## src/rtl/irq_pkg.sv

```systemverilog
package irq_pkg;
    localparam int LVL_W = 3;
    localparam int VEC_W = 6;
    localparam int KEY_W = LVL_W + 1;

    localparam logic [1:0]       MODE_LEVELS = 2'd2;
    localparam logic [LVL_W-1:0] LVL_TOP     = '1;

    typedef enum logic [1:0] {
        SENSE_LOW  = 2'b00,
        SENSE_FALL = 2'b01,
        SENSE_RISE = 2'b10,
        SENSE_BOTH = 2'b11
    } sense_e;

    typedef struct packed {
        logic             valid;
        logic [VEC_W-1:0] vec;
        logic [LVL_W-1:0] lvl;
    } grant_t;

    function automatic logic accepts(input logic             levels_mode,
                                     input logic             gmask,
                                     input logic [LVL_W-1:0] prio,
                                     input logic [LVL_W-1:0] mask);
        if (levels_mode)
            return (prio == LVL_TOP) || (prio > mask);
        return !gmask;
    endfunction
endpackage

```

## src/rtl/irq_sync_edge.sv

```systemverilog
module irq_sync_edge #(
    parameter logic IDLE = 1'b1
) (
    input  logic clk,
    input  logic rst,
    input  logic pin,
    output logic cur,
    output logic prev
);
    logic meta;

    always_ff @(posedge clk) begin
        if (rst) begin
            meta <= IDLE;
            cur  <= IDLE;
            prev <= IDLE;
        end else begin
            meta <= pin;
            cur  <= meta;
            prev <= cur;
        end
    end
endmodule

```

## src/rtl/irq_ext_chan.sv

```systemverilog
module irq_ext_chan
    import irq_pkg::*;
(
    input  logic clk,
    input  logic rst,
    input  logic pin,
    input  logic en,
    input  logic sense_rise,
    input  logic sense_fall,
    input  logic clr,
    output logic flag,
    output logic req
);
    logic   cur, prev, rise, fall, flag_d, en_q;
    sense_e sel;

    irq_sync_edge #(.IDLE(1'b1)) u_sync (
        .clk (clk),
        .rst (rst),
        .pin (pin),
        .cur (cur),
        .prev(prev)
    );

    assign rise = cur & ~prev;
    assign fall = ~cur & prev;
    assign sel  = sense_e'({sense_rise, sense_fall});

    always_comb begin
        unique case (sel)
            SENSE_LOW:  flag_d = ~cur;
            SENSE_FALL: flag_d = fall | (flag & ~clr);
            SENSE_RISE: flag_d = rise | (flag & ~clr);
            SENSE_BOTH: flag_d = rise | fall | (flag & ~clr);
            default:    flag_d = flag;
        endcase
    end

    always_ff @(posedge clk) begin
        if (rst) begin
            flag <= 1'b0;
            en_q <= 1'b0;
        end else begin
            flag <= flag_d;
            en_q <= en;
        end
    end

    assign req = flag & en_q;
endmodule

```

## src/rtl/irq_arbiter.sv

```systemverilog
module irq_arbiter
    import irq_pkg::*;
#(
    parameter int NUM_SRC = 17
) (
    input  logic [NUM_SRC-1:0]           pend,
    input  logic [(NUM_SRC-1)*LVL_W-1:0] prio,
    input  logic                         levels_mode,
    input  logic                         gmask,
    input  logic [LVL_W-1:0]             mask,
    output grant_t                       grant
);
    localparam logic [KEY_W-1:0] NMI_KEY = {1'b1, {LVL_W{1'b0}}};

    logic [KEY_W-1:0] best_key;
    logic [LVL_W-1:0] p, eff;

    always_comb begin
        grant    = '0;
        best_key = '0;
        p        = '0;
        eff      = '0;
        if (pend[0]) begin
            grant.valid = 1'b1;
            grant.vec   = '0;
            grant.lvl   = LVL_TOP;
            best_key    = NMI_KEY;
        end
        for (int s = 1; s < NUM_SRC; s++) begin
            p   = prio[(s-1)*LVL_W +: LVL_W];
            eff = levels_mode ? p : '0;
            if (pend[s] && accepts(levels_mode, gmask, p, mask) &&
                (!grant.valid || {1'b0, eff} > best_key)) begin
                grant.valid = 1'b1;
                grant.vec   = VEC_W'(s);
                grant.lvl   = eff;
                best_key    = {1'b0, eff};
            end
        end
    end
endmodule

```

## src/rtl/prio_irq_ctrl.sv

```systemverilog
module prio_irq_ctrl
    import irq_pkg::*;
#(
    parameter int NUM_EXT = 12,
    parameter int NUM_INT = 4
) (
    input  logic                               clk,
    input  logic                               rst,
    input  logic                               nmi_pin,
    input  logic                               nmi_rise_sel,
    input  logic [NUM_EXT-1:0]                 ext_pin,
    input  logic [NUM_EXT-1:0]                 ext_en,
    input  logic [NUM_EXT-1:0]                 sense_rise,
    input  logic [NUM_EXT-1:0]                 sense_fall,
    input  logic [NUM_EXT-1:0]                 flag_clr,
    input  logic [NUM_INT-1:0]                 int_req,
    input  logic [(NUM_EXT+NUM_INT)*LVL_W-1:0] src_prio,
    input  logic [LVL_W-1:0]                   cpu_mask,
    input  logic [1:0]                         ctrl_mode,
    input  logic                               global_mask,
    input  logic                               ack,
    output logic                               irq_req,
    output logic [VEC_W-1:0]                   irq_vec,
    output logic [LVL_W-1:0]                   irq_lvl,
    output logic [NUM_EXT-1:0]                 ext_flag
);
    localparam int NUM_SRC = 1 + NUM_EXT + NUM_INT;

    logic [NUM_EXT-1:0] ext_req;
    logic [NUM_SRC-1:0] pend;
    logic               nmi_cur, nmi_prev, nmi_hit, nmi_taken, nmi_pend;
    grant_t             grant;

    for (genvar i = 0; i < NUM_EXT; i++) begin : g_ext
        irq_ext_chan u_chan (
            .clk       (clk),
            .rst       (rst),
            .pin       (ext_pin[i]),
            .en        (ext_en[i]),
            .sense_rise(sense_rise[i]),
            .sense_fall(sense_fall[i]),
            .clr       (flag_clr[i]),
            .flag      (ext_flag[i]),
            .req       (ext_req[i])
        );
    end

    irq_sync_edge #(.IDLE(1'b0)) u_nmi_sync (
        .clk (clk),
        .rst (rst),
        .pin (nmi_pin),
        .cur (nmi_cur),
        .prev(nmi_prev)
    );

    assign nmi_hit   = nmi_rise_sel ? (nmi_cur & ~nmi_prev) : (~nmi_cur & nmi_prev);
    assign nmi_taken = irq_req & ack & (irq_vec == '0);

    always_ff @(posedge clk) begin
        if (rst) nmi_pend <= 1'b0;
        else     nmi_pend <= nmi_hit | (nmi_pend & ~nmi_taken);
    end

    assign pend = {int_req, ext_req, nmi_pend};

    irq_arbiter #(.NUM_SRC(NUM_SRC)) u_arb (
        .pend       (pend),
        .prio       (src_prio),
        .levels_mode(ctrl_mode == MODE_LEVELS),
        .gmask      (global_mask),
        .mask       (cpu_mask),
        .grant      (grant)
    );

    always_ff @(posedge clk) begin
        if (rst) begin
            irq_req <= 1'b0;
            irq_vec <= '0;
            irq_lvl <= '0;
        end else if (irq_req) begin
            if (ack) irq_req <= 1'b0;
        end else if (grant.valid) begin
            irq_req <= 1'b1;
            irq_vec <= grant.vec;
            irq_lvl <= grant.lvl;
        end
    end
endmodule

```

## config.mk

```make
export PLATFORM = sky130hd
export DESIGN_NAME = prio_irq_ctrl
export DESIGN_NICKNAME = d
export VERILOG_FILES = /design/src/rtl/irq_pkg.sv /design/src/rtl/irq_sync_edge.sv /design/src/rtl/irq_ext_chan.sv /design/src/rtl/irq_arbiter.sv /design/src/rtl/prio_irq_ctrl.sv
export SDC_FILE = /design/constraint.sdc
export NUM_CORES = 1
export LEC_CHECK = 0
export ABC_AREA = 1
export ABC_CLOCK_PERIOD_IN_PS = 29300
export CAP_MARGIN = 10
export CORE_ASPECT_RATIO = 1.5
export CORE_UTILIZATION = 54
export CTS_BUF_LIST = sky130_fd_sc_hd__clkbuf_2 sky130_fd_sc_hd__clkbuf_4 sky130_fd_sc_hd__clkbuf_8
export CTS_CLUSTER_SIZE = 25
export DETAILED_ROUTE_END_ITERATION = 8
export MAX_ROUTING_LAYER = met4
export PLACE_DENSITY = 0.84
export SETUP_SLACK_MARGIN = 0.2
export SYNTH_ARGS = -nofsm -noshare
export SYNTH_HDL_FRONTEND = slang
export SYNTH_SLANG_ARGS = --single-unit
```

## constraint.sdc

```tcl
create_clock -name clk -period 29.3 [get_ports clk]
set_input_delay 5.86 -clock clk [delete_from_list [all_inputs] [get_ports clk]]
set_output_delay 5.86 -clock clk [all_outputs]
set_load 0.1 [all_outputs]
```

==> results of run 1 <==
==> synthesized netlist by cell type, types with 5 or more instances <==
library cell and count:
nor2_1 74, inv_1 181, nor2_2 5, a21oi_2 5, dfxtp_1 73, nand2_2 5
or2_2 24, ha_1 117, inv_2 12, a21oi_1 46, nand4_1 10, nand2_1 190
buf_4 14, o22ai_1 12, o21a_1 8, o311ai_0 10, clkbuf_1 17, o21ai_0 61
o211ai_1 19, nand3_1 100, and2_1 16, nor2_4 5, nand3_2 6
==> kinds of logic after synthesis <==
kind of cell	count (synthesis)	share of synthesized area, %
AO/OA/AOI/OAI	173	14.93
adder cells (fa/ha/maj)	117	21.10
buffers and inverters	227	13.04
flip-flops	73	21.06
other	1	0.05405
AND/OR/NAND/NOR	445	29.81
==> final cells by class <==
class / count / share of cell area (%)
Inverter: 196 / 8.479
Timing Repair Buffer: 149 / 16.96
Sequential cell: 73 / 16.84
Tap cell: 156 / 2.249
Clock inverter: 5 / 1.197
Multi-Input combinational cell: 736 / 52.69
Clock buffer: 10 / 1.586
==> stage by stage <==
step	utilization (%)	cells	total power (W)	worst slack [ns]
CTS	69.35	1325	0.0003409	4.193
global route	69.35	1325	0.0003595	2.140
finish	69.35	1325	0.0003384	4.003
floorplan	-	1036	0.0002055	6.612
global placement	67.42	1310	0.0002436	4.384
detailed placement	67.42	1310	0.0002467	3.873
==> power breakdown <==
part | switching, W | internal (W) | total [W]
Combinational | 0.0000822 | 0.0000532 | 0.000135
Sequential | 0.00000397 | 0.000106 | 0.000110
Clock | 0.0000349 | 0.0000584 | 0.0000933
Total | 0.000121 | 0.000217 | 0.000338
==> registers in the layout (all words and copies together), names as in the netlist <==
name / flops
g_ext.u_chan.u_sync.meta: 12
irq_lvl: 3
u_nmi_sync.meta: 1
irq_req: 1
u_nmi_sync.prev: 1
g_ext.u_chan.flag: 12
nmi_pend: 1
u_nmi_sync.cur: 1
g_ext.u_chan.en_q: 12
g_ext.u_chan.u_sync.cur: 12
g_ext.u_chan.u_sync.prev: 12
irq_vec: 5
==> critical path: cells and delay by family <==
family / cells / cell delay [ns]
AO/OA/AOI/OAI: 41 / 6.23
adder cells (fa/ha/maj): 16 / 4.66
buffers and inverters: 25 / 2.40
AND/OR/NAND/NOR: 64 / 6.29
==> final timing paths <==
check	startpoint	end	depth (start not counted)
worst max-delay path	cpu_mask[2]	irq_vec[2]	146
worst min register to register	u_nmi_sync.meta	u_nmi_sync.cur	2
worst max register to register	nmi_pend	irq_vec[2]	139
worst min-delay path	u_nmi_sync.meta	u_nmi_sync.cur	2
==> per-layer routing <==
layer  vias up  routed length (microns)  track usage (%)  share of wire (%)
li1       3638                        -                -                  -
met1      3091                     6954            28.64                 41
met2       213                     8378            47.33                 50
met3        49                      899            4.099                5.3
met4         0                      593            11.00                3.5
met5         -                        0                -                  0
==> qor.txt, run 1 <==
DR WL/cell - 12.70 microns
Slowest cell on crit path - clkdlybuf4s50_1
share of the synthesized area in the top cell type - 21.10%
Area contributors post-synth - ha_1, dfxtp_1, nand2_1
io pins - 145
most frequent cells in the layout - nand2_1, inv_1, clkdlybuf4s50_1
number of synthesis warnings - 0
FP Rows - 50
Hold/Removal Path Class - flop to flop
Tightest Pin Transition - 1.017 ns
maximum buffer depth of the clock tree - 2
diode count - 0
Fin. Hold Viols - 0
Starting Density - 55.45%
Most common cell on crit path - nand2_1
Avg Cell Area, Syn - 6.697 sq um
# Post-CTS Setup Buffers - 0
Net Count, Synth - 1,276
Core ar. - 12,510 sq um
detailed-route wire length - 16,830 microns
fin crit period - 25.30 ns
hpwl dp - 13,540 microns
outcome - finished, final reports clean
sequential fraction of the synthesis area - 21.06%
largest net degree at the start of global routing - 62
# nets final - 1,405
RSZ-0062 raised after global routing - false
global-route wire length before repair - 27,750 microns
gpl congestion - 0.9471
CP Max Fanout - 16
DRC viols - 0
Reg area - 1461 sq um
Final Setup Violations - 0
CP Data Arrival Time - 25.56 ns
dpl cell area - 8436 sq um
element type at the critical path end - flop
clock slew seen by the registers of the worst setup and hold paths - 0.07 ns
Top FF cell, synth - dfxtp_1
footprint of the multi-input gates - 4572 sq um
startpoint types - input pin
synthesized cell area - 6938 sq um
floorplan die height - 140.8 microns
Antenna Nets Post-Route - 0
PD cells - 38.99 nW/um^2
Die X - 94.55 microns
die footprint - 13,310 sq um
CTS tree - built
Clk Latency, worst-skew pair - 0.34 ns
CP max stage delay - 0.45 ns
DRT Pass-1 Iters - 4
LEAKAGE - 4.519 nW
Synth cell types - 38
max_cap viols - 0
layout cells sized above 1 - 7.613%
hold slack - 0.4090 ns
clk root buf - clkbuf_8
post-synth top area cell - ha_1
Peak Freq - 39.53 MHz
clock sinks - 73
Fillers - 1,093
Vias - 6,991
setup tns final - 0 ns
R2R setup slack - 9.70 ns
synthesized flop and latch total - 73
Post-synth ARST share - 0%
IO buf count - 143
Layout Skew - 0.007239 ns
critical path data required time - 29.56 ns
Via density - 5.276
Area Overhead vs Synth - 25.07%
GR Overflow Total - 0
commonest non-fill, non-tap cell in the layout - nand2_1
Rel. slew slack - 31.99%
post-route cell area - 8677 sq um
hold_buf cts - 0
Post-CTS Resized - 0
GRT Util Overall - 26.51%
Slew Viols, Final - 0
number of global-route vias before repair - 6,598
Post-synth EDFFs - 0
Max VDD drop - 38.91 uV
total CTS buffers - 9
H-tree depth - 3
Crit Path Class - input pin to flop
initial DRC count - 295
Mapped Cells - 1,036
initial antenna violation count - 0
Period Utilization, post-route - 86.34%
(Power assumes the default switching activity.)
==> run 2: changes to the inputs <==
CORE_MARGIN = 3   (was default)
==> qor.txt, run 2 (synthesis gave the netlist of run 1 again) <==
Non-Filler Instances - 1,324 (-0.075%)
Die X - 98.55 microns (+4.2%)
# Post-CTS Setup Buffers - 0 (unchanged)
outcome - finished, final reports clean
fin crit period - 25.20 ns (-0.09217 ns)
hold slack - 0.4104 ns (+0.001410 ns)
Peak Freq - 39.67 MHz (+0.37%)
clock sinks - 73 (unchanged)
DR WL/cell - 12.88 microns (+1.4%)
io pins - 145 (unchanged)
initial DRC count - 213 (-28%)
Hold/Removal Path Class - flop to flop
post-layout util - 68.90% (-0.45 points)
# nets final - 1,404 (-0.071%)
Post-CTS Resized - 0 (unchanged)
Vias - 6,952 (-0.56%)
element type at the critical path end - flop
CP Max Fanout - 16 (unchanged)
Reg area - 1461 sq um (unchanged)
LEAKAGE - 4.476 nW (-0.96%)
Crit Path Class - input pin to flop
FP Rows - 50 (unchanged)
DP Cell Count - 1,309 (-0.076%)
hpwl dp - 13,880 microns (+2.5%)
worst setup margin - 4.095 ns (+0.09217 ns)
floorplan die height - 144.8 microns (+2.8%)
CTS tree - built
Hold Path Cell Cnt - 1 (-1)
die footprint - 14,270 sq um (+7.2%)
commonest non-fill, non-tap cell in the layout - nand2_1
detailed-route wire length - 17,050 microns (+1.3%)
Core ar. - 12,510 sq um (unchanged)
worst hold start - g_ext[0].u_chan.u_sync.meta
diode count - 0 (unchanged)
clk root buf - clkbuf_8
RSZ-0062 raised after global routing - false
maximum buffer depth of the clock tree - 2 (unchanged)
critical path data required time - 29.48 ns (-0.08 ns)
DRC viols - 0 (unchanged)
startpoint types - input pin
Worst Reg-to-Reg Cells - 138 (-0.72%)
Flop pwr share - 34.2% (+1.8 points)
Rel. slew slack - 31.17% (-0.82 points)
DRT Pass-1 Iters - 5 (+1)
Tightest Pin Transition - 1.029 ns (+0.01227 ns)
Area Overhead vs Synth - 24.26%
worst reg2reg path startpoint - nmi_pend
Most common cell on crit path - nand2_1
Antenna Nets Post-Route - 0 (unchanged)
layout cells sized above 1 - 7.534% (-0.079 points)
PD cells - 37.21 nW/um^2 (-4.6%)
Clk Latency, worst-skew pair - 0.34 ns (about the same)
Period Utilization, post-route - 86.02% (-0.31 points)
largest net degree at the start of global routing - 62 (unchanged)
GR Overflow Total - 0 (unchanged)
global-route wire length before repair - 28,520 microns (+2.8%)
footprint of the multi-input gates - 4572 sq um (unchanged)
switching power - 0.0001230 W (+1.6%)
clock slew seen by the registers of the worst setup and hold paths - 0.08 ns (about the same)
Slowest cell on crit path - clkdlybuf4s50_1
Layout Skew - 0.005878 ns (-0.001361 ns)
Slew Viols, Final - 0 (unchanged)
H-tree depth - 3 (unchanged)
number of global-route vias before repair - 6,655 (+0.86%)
CP Data Arrival Time - 25.39 ns (-0.17 ns)
combinational power share - 42.0% (+2.0 points)
initial antenna violation count - 0 (unchanged)
Fin. Hold Viols - 0 (unchanged)
most frequent cells in the layout - nand2_1, inv_1, clkdlybuf4s50_1
Place WS - 3.903 ns (+0.03064 ns)
CP max stage delay - 0.45 ns (about the same)
Fillers - 1,124 (+2.8%)
total CTS buffers - 9 (unchanged)
hold_buf cts - 0 (unchanged)
clock network power share - 23.8% (-3.8 points)
gpl congestion - 0.9548 (+0.81%)
Max VDD drop - 51.38 uV (+32%)
GRT Util Overall - 24.75% (-1.8 points)
Switching Share - 38.34% (+2.6 points)
Via density - 5.251 (-0.48%)
max_cap viols - 0 (unchanged)
IO buf count - 143 (unchanged)
setup tns final - 0 ns (unchanged)
internal power - 0.0001978 W (-9.0%)
Final Setup Violations - 0 (unchanged)
Starting Density - 55.45% (unchanged)
critical path launch point - cpu_mask[2]
## run 2: layout make-up
class,instances,area share [%]
Clock buffer,9,1.437
Inverter,196,8.534
Tap cell,156,2.264
Clock inverter,6,0.7983
Multi-Input combinational cell,736,53.03
Sequential cell,73,16.95
Timing Repair Buffer,148,16.98
## run 2: critical path, delay by kind of cell
kind	cells	cell delay [ns]
adders and majority gates	16	4.74
AOI/OAI and AO/OA	40	6.03
buffers and inverters	24	2.26
and+or+nand+nor	65	6.47
## run 2: metal layers
metal	global-route usage, %	vias up	wire [microns]
li1	-	3630	-
met1	27.46	3116	6928
met2	44.17	167	8724
met3	3.837	39	860
met4	10.29	0	533
met5	-	-	0
## run 2: power groups by stage
stage | clock network (W) | logic [W] | registers [W]
2_1_floorplan | 0 | 0.0000796 | 0.000126
3_3_place_gp | 0 | 0.000132 | 0.000112
3_5_place_dp | 0 | 0.000135 | 0.000112
4_1_cts | 0.0000787 | 0.000135 | 0.000110
5_1_grt | 0.0000829 | 0.000151 | 0.000111
6_report | 0.0000762 | 0.000135 | 0.000110
## run 2: stage by stage
| step | total power (W) | area [sq um] |
|---|---|---|
| detailed placement | 0.0002467 | 8428 |
| floorplan | 0.0002055 | 6938 |
| finish | 0.0003208 | 8621 |
| CTS | 0.0003238 | 8621 |
| global route | 0.0003442 | 8621 |
| global placement | 0.0002434 | 8428 |
## run 2: final timing paths
kind,end,slack (ns)
setup / recovery,irq_lvl[0],4.10
hold / removal,g_ext[0].u_chan.u_sync.cur,0.41
setup reg to reg,irq_lvl[0],9.83
hold reg to reg,g_ext[0].u_chan.u_sync.cur,0.41
